### src/rtl/evt_vector_sel.sv
module evt_vector_sel #(
  parameter int VEC_W      = 8,
  parameter int ADDR_W     = 32,
  parameter int ENTRY_LOG2 = 2
) (
  input  logic                clk,
  input  logic                rst_n,
  input  logic                boundary_i,
  input  logic                irq_en_i,
  input  logic [5:0]          pend_i,
  input  logic [6*VEC_W-1:0]  vecs_i,
  input  logic [ADDR_W-1:0]   tbl_base_i,
  output logic                take_o,
  output logic [5:0]          ack_o,
  output logic [VEC_W-1:0]    vec_o,
  output logic [ADDR_W-1:0]   entry_o
);
  localparam int NSRC  = 6;
  localparam int SEL_W = $clog2(NSRC);

  logic [NSRC-1:0]  elig;
  logic [SEL_W-1:0] sel;
  logic [VEC_W-1:0] pick;
  logic             fire;

  // bit 2 is the only maskable source
  assign elig = pend_i & {3'b111, irq_en_i, 2'b11};
  assign fire = boundary_i & (|elig);

  always_comb begin
    sel = '0;
    for (int i = NSRC - 1; i >= 0; i--)
      if (elig[i]) sel = SEL_W'(i);
  end

  assign pick = vecs_i[sel*VEC_W +: VEC_W];

  always_ff @(posedge clk or negedge rst_n) begin
    if (!rst_n) begin
      take_o  <= 1'b0;
      ack_o   <= '0;
      vec_o   <= '0;
      entry_o <= '0;
    end else begin
      take_o <= fire;
      ack_o  <= fire ? (NSRC'(1) << sel) : '0;
      if (fire) begin
        vec_o   <= pick;
        entry_o <= tbl_base_i + (ADDR_W'(pick) << ENTRY_LOG2);
      end
    end
  end

  assert_ack_matches_take_R8: assert property (@(posedge clk) disable iff (!rst_n)
    $onehot0(ack_o) && ((|ack_o) == take_o));

  assert_needs_strobe_R2: assert property (@(posedge clk) disable iff (!rst_n)
    take_o |-> $past(boundary_i));

  assert_mask_honoured_R4: assert property (@(posedge clk) disable iff (!rst_n)
    (take_o && ack_o[2]) |-> $past(irq_en_i));

  assert_acked_was_pending_R9: assert property (@(posedge clk) disable iff (!rst_n)
    take_o |-> (($past(pend_i) & ack_o) != '0));

  assert_highest_rank_R3: assert property (@(posedge clk) disable iff (!rst_n)
    take_o |-> (($past(pend_i & {3'b111, irq_en_i, 2'b11}) & (ack_o - 6'd1)) == '0));

  assert_holds_when_idle_R9: assert property (@(posedge clk) disable iff (!rst_n)
    !take_o |=> (take_o || ($stable(vec_o) && $stable(entry_o))));
endmodule

### config.mk
export PLATFORM = sky130hd
export DESIGN_NAME = evt_vector_sel
export DESIGN_NICKNAME = d
export VERILOG_FILES = /design/src/rtl/evt_vector_sel.sv
export SDC_FILE = /design/constraint.sdc
export NUM_CORES = 1
export LEC_CHECK = 0
export ABC_AREA = 1
export BUFFER_PORTS_ARGS = -buffer_cell sky130_fd_sc_hd__buf_2
export CORE_MARGIN = 3
export CORE_UTILIZATION = 54
export DETAILED_ROUTE_END_ITERATION = 8
export GPL_TIMING_DRIVEN = 0
export PLACE_DENSITY = 0.91
export SYNTH_ARGS = -nofsm -noshare
export SYNTH_HDL_FRONTEND = slang
export SYNTH_SLANG_ARGS = --single-unit
### constraint.sdc
create_clock -name clk -period 1 [get_ports clk]
set_input_delay 0.1 -clock clk [delete_from_list [all_inputs] [get_ports clk]]
set_output_delay 0.1 -clock clk [all_outputs]
set_load 0.02 [all_outputs]
==> results.ini, run 1 <==
[placed_design]
port_buffers=135
dpl_worst_slack_ns=-1.69
routabilityCongestion=0.929
hpwl_mm=9.06

[die]
io-pin-count=137
fp.dieH_um=87.2
die_w_um=87.2
num_rows=28
initial_core_util=0.580

[synthesis]
yosys_warnings=0
synth_nets=647
synth.area.top_cells=dfrtp_1 (33%), nand2_1 (19%), nand3_1 (11%)
synthCells=548
yosys_register_bits=47
synth_edf_count=0
ys.flop_type=dfrtp_1
synth_common_cells=nand2_1 (184), inv_1 (82), nand3_1 (80)
synth_top_cell_area_share=0.331
synth_top_area_cell=dfrtp_1
syn_area_per_cell_um2=6.49
ys_async_sr_fraction=1.00
synth_seq_area_share=0.331
ys_types=34
synth_most_common_cell=nand2_1
synth_area_um2=3560

[grt]
grt_start_max_net_pins=48

[cts]
cts_root_buf=clkbuf_8
cts_buffer_depth=2
htree_levels=2
clock_sinks=47
cts_buffers=5

[outcome]
status=aborted with a tool error
lastStage=global routing
error=[ERROR DPL-0038] Utilization greater than 100%, impossible to legalize

[sta]
worst_path_end_type=register data pin
worstEndpointGrtRepair=entry_o[28]$_DFFE_PN0P_/D

-- per-stage QoR --
step           area, um2  TNS [ns]  cells
2_1_floorplan       3780    -32.25    548
3_5_place_dp        4550    -49.42    758
4_1_cts             5490    -29.25    817
3_3_place_gp        4550    -47.47    758
-- kinds of logic after synthesis --
kind of cell	after synthesis	share of synthesized area
AOI/OAI and AO/OA	27	0.0450
xor gates and xnor gates	9	0.0222
adders and majority gates	9	0.0338
buffers and inverters	103	0.120
DFF	47	0.331
and+or+nand+nor	353	0.448
-- what timing repair did --
item	in CTS
setup endpoints to repair	41
pin swaps	63
gates cloned	6
gates resized for setup	112
buffers inserted	49
hold buffers	1
hold endpoints to repair	40
==> inputs of run 2 (changes only) <==
--- a/config.mk
+++ b/config.mk
@@ -8,10 +8,10 @@
 export ABC_AREA = 1
 export BUFFER_PORTS_ARGS = -buffer_cell sky130_fd_sc_hd__buf_2
 export CORE_MARGIN = 3
-export CORE_UTILIZATION = 54
+export CORE_UTILIZATION = 40
 export DETAILED_ROUTE_END_ITERATION = 8
 export GPL_TIMING_DRIVEN = 0
-export PLACE_DENSITY = 0.91
+export PLACE_DENSITY_LB_ADDON = 0.15
 export SYNTH_ARGS = -nofsm -noshare
 export SYNTH_HDL_FRONTEND = slang
 export SYNTH_SLANG_ARGS = --single-unit
==> results.ini, run 2 <==
[outcome]
status=complete, but fails checks
violations=negative hold slack, negative setup slack

[sta]
maxSlewViolCount=0
final_hold_viol_count=17
rsz0062_at_grt=yes
fmaxAchievable_mhz=461
fin_skew_ns=0
fin_tns_setup_ns=-31.16
worst_hold_slack_ns=-0.0263
setup_slack_ns=-1.17
finalCritPeriodShare=2.17
max_slew.worst_pin.slew_ns=1.09
setup_viol=39
max_slew_margin=0.271
min_period_ns=2.17

[finish]
reg.largest.list=entry_o: 32 flops, vec_o: 8 flops, ack_o: 6 flops
fillers=676
final_cell_mix=nand2_1 (137), buf_2 (120), inv_1 (69)
area_growth_pct=70.4
antennaDiodeCount=0
nets=853
layoutNonFillerInstCount=860
post-route-cell-area_um2=6060
largest_reg_flops=32
drive_gt1_frac=0.482
mostFrequentLayoutCell=nand2_1
regMostFlops=entry_o

[cts]
htree_levels=2  ; unchanged
cts.reportedPaths.clkPinSlew_ns=0.10
clk_latency_ns=0.31
cts_buffers=5  ; unchanged
cts_root_buf=clkbuf_8
clock_sinks=47  ; unchanged
cts_buffer_depth=2  ; unchanged
tritoncts=built

[synthesis]
synth_most_common_cell=nand2_1
ys.flop_type=dfrtp_1
syn_area_per_cell_um2=6.49  ; unchanged
yosys_warnings=0  ; unchanged
synth_top_cell_area_share=0.331  ; unchanged
ys_types=34  ; unchanged
synth_seq_area_share=0.331  ; unchanged
synth_common_cells=nand2_1 (184), inv_1 (82), nand3_1 (80)
yosys_register_bits=47  ; unchanged
ys_async_sr_fraction=1.00  ; unchanged
synth_area_um2=3560  ; unchanged
synthCells=548  ; unchanged
synth_nets=647  ; unchanged
synth_edf_count=0  ; unchanged
synth.area.top_cells=dfrtp_1 (33%), nand2_1 (19%), nand3_1 (11%)
synth_top_area_cell=dfrtp_1

[routing]
wirelength_mm=13.6
viasPerCell=5.12
drt_iter0_markers=241
post-route-drc-count=0
ant_nets=0
wl_per_cell_um=15.8
first_pass_iters=5
vias=4400

[power_and_ir_drop]
p_leak_nw=3.25
p_switching_w=0.00278
switching_share=0.395
power_frac_clock=0.170
p_int_w=0.00427
power.total_w=0.00705
irDropWorstVdd_mv=0.657
power.density_nw_per_um2=1160
power_frac_comb=0.504
seq_power_share=0.326

[grt]
grt_pass1_wl_mm=21.0
grt.total_usage=0.260
grt_pass1_vias=4233
antenna_found_initial=0
grt_overflow_total=0
grt_start_max_net_pins=48

[die]
fp.dieH_um=100  ; +15%
dieArea_um2=10100
die_w_um=100  ; +15%
core_area_um2=8420
num_rows=33  ; +18%
io-pin-count=137  ; unchanged
initial_core_util=0.422  ; -0.158

[placed_design]
hpwl_mm=8.96  ; -1.1%
dp.cells=788  ; +4.0%
dpl_cell_area_um2=4580  ; +0.83%
dpl_worst_slack_ns=-1.71  ; -0.0133 ns
routabilityCongestion=0.874  ; -5.9%
port_buffers=135  ; unchanged

[critical_path]
crit_type=input pin to flip-flop
cp-start-kind=input pin
cp_max_fo=8
setup.worst_path.end_class=flip-flop
crit_arrival_ns=2.43
cp.required_ns=1.26

[job]
cap_violations=0

[min_path]
hold_class=input pin to asynchronous set/reset pin

[run 2: cell counts after synthesis]
No cell type changed its count.
[run 2: power groups by stage]
stage | Combinational [W] | Sequential [W] | Clock, W
global route | 0.00383 | 0.00233 | 0.00131
CTS | 0.00310 | 0.00228 | 0.00123
floorplan | 0.00123 | 0.00265 | 0
finish | 0.00355 | 0.00230 | 0.00120
detailed placement | 0.00240 | 0.00232 | 0
global placement | 0.00237 | 0.00232 | 0
[run 2: what timing repair did]
item                                   CTS  global route
hold buffers                             2             0
pin swaps                               68            54
cloned                                   5             2
gates resized for setup                108           112
buffers inserted                        49            17
endpoints found under the hold margin    2             0
setup endpoints to repair               44            55
[run 2: area by class of cell]
type	count	area, um2	share of cell area
inverters	88	360	0.0594
flip-flops and latches	47	1180	0.194
clock buffers	6	72.6	0.0120
clock inverters	2	12.5	0.00206
multi-input cells	400	2690	0.443
repair inverters	1	8.76	0.00144
repair buffers	197	1430	0.235
well taps	105	131	0.0217
plain buffers	14	188	0.0310
[run 2: kinds of logic after synthesis]
family | synth area share
DFF | 0.331
and+or+nand+nor | 0.448
xor gates and xnor gates | 0.0222
buffers and inverters | 0.120
AOI/OAI and AO/OA | 0.0450
adders and majority gates | 0.0338
[run 2: worst paths after layout]
path | start | to | slack [ns] | cells past startpoint
setup / recovery | pend_i[1] | entry_o[28] | -1.17 | 19
setup reg to reg | entry_o[26] | entry_o[26] | 0.30 | 2
hold reg to reg | entry_o[31] | entry_o[31] | 0.48 | 2
max in group asynchronous | rst_n | vec_o[6] | 0.33 | 1
min in group clk | tbl_base_i[26] | entry_o[26] | 0.07 | 3
hold / removal | rst_n | vec_o[2] | -0.03 | 1
[run 2: routing by layer]
metal	track usage	wire (um)	vias to the layer above
met5	0	0	-
met3	0.0417	977	30
met1	0.360	5860	2024
met2	0.419	6430	188
met4	0.0746	327	0
li1	-	-	2158
[run 2: through the flow]
| stage | util | hold WS [ns] |
|---|---|---|
| 2_1_floorplan | - | -0.196 |
| 3_3_place_gp | 0.544 | 0.300 |
| 3_5_place_dp | 0.544 | 0.314 |
| 4_1_cts | 0.663 | 0.0111 |
| 5_1_grt | 0.720 | 0.0632 |
| 6_report | 0.720 | -0.0263 |
[run 2: critical path: stages]
cell and delay (ns):
buf_8 0.10, nor2_4 0.18, buf_6 0.15, nand2_4 0.05
nor2_4 0.09, buf_6 0.13, buf_12 0.14, nand3_2 0.10
and2_4 0.17, ha_4 0.29, nor2_2 0.05, a21oi_4 0.17
nand2_1 0.09, nand2_2 0.12, buf_6 0.15, nand4_1 0.10
nand2_1 0.10, nand2_1 0.06, nand2_1 0.06
(Power assumes the default switching activity.)
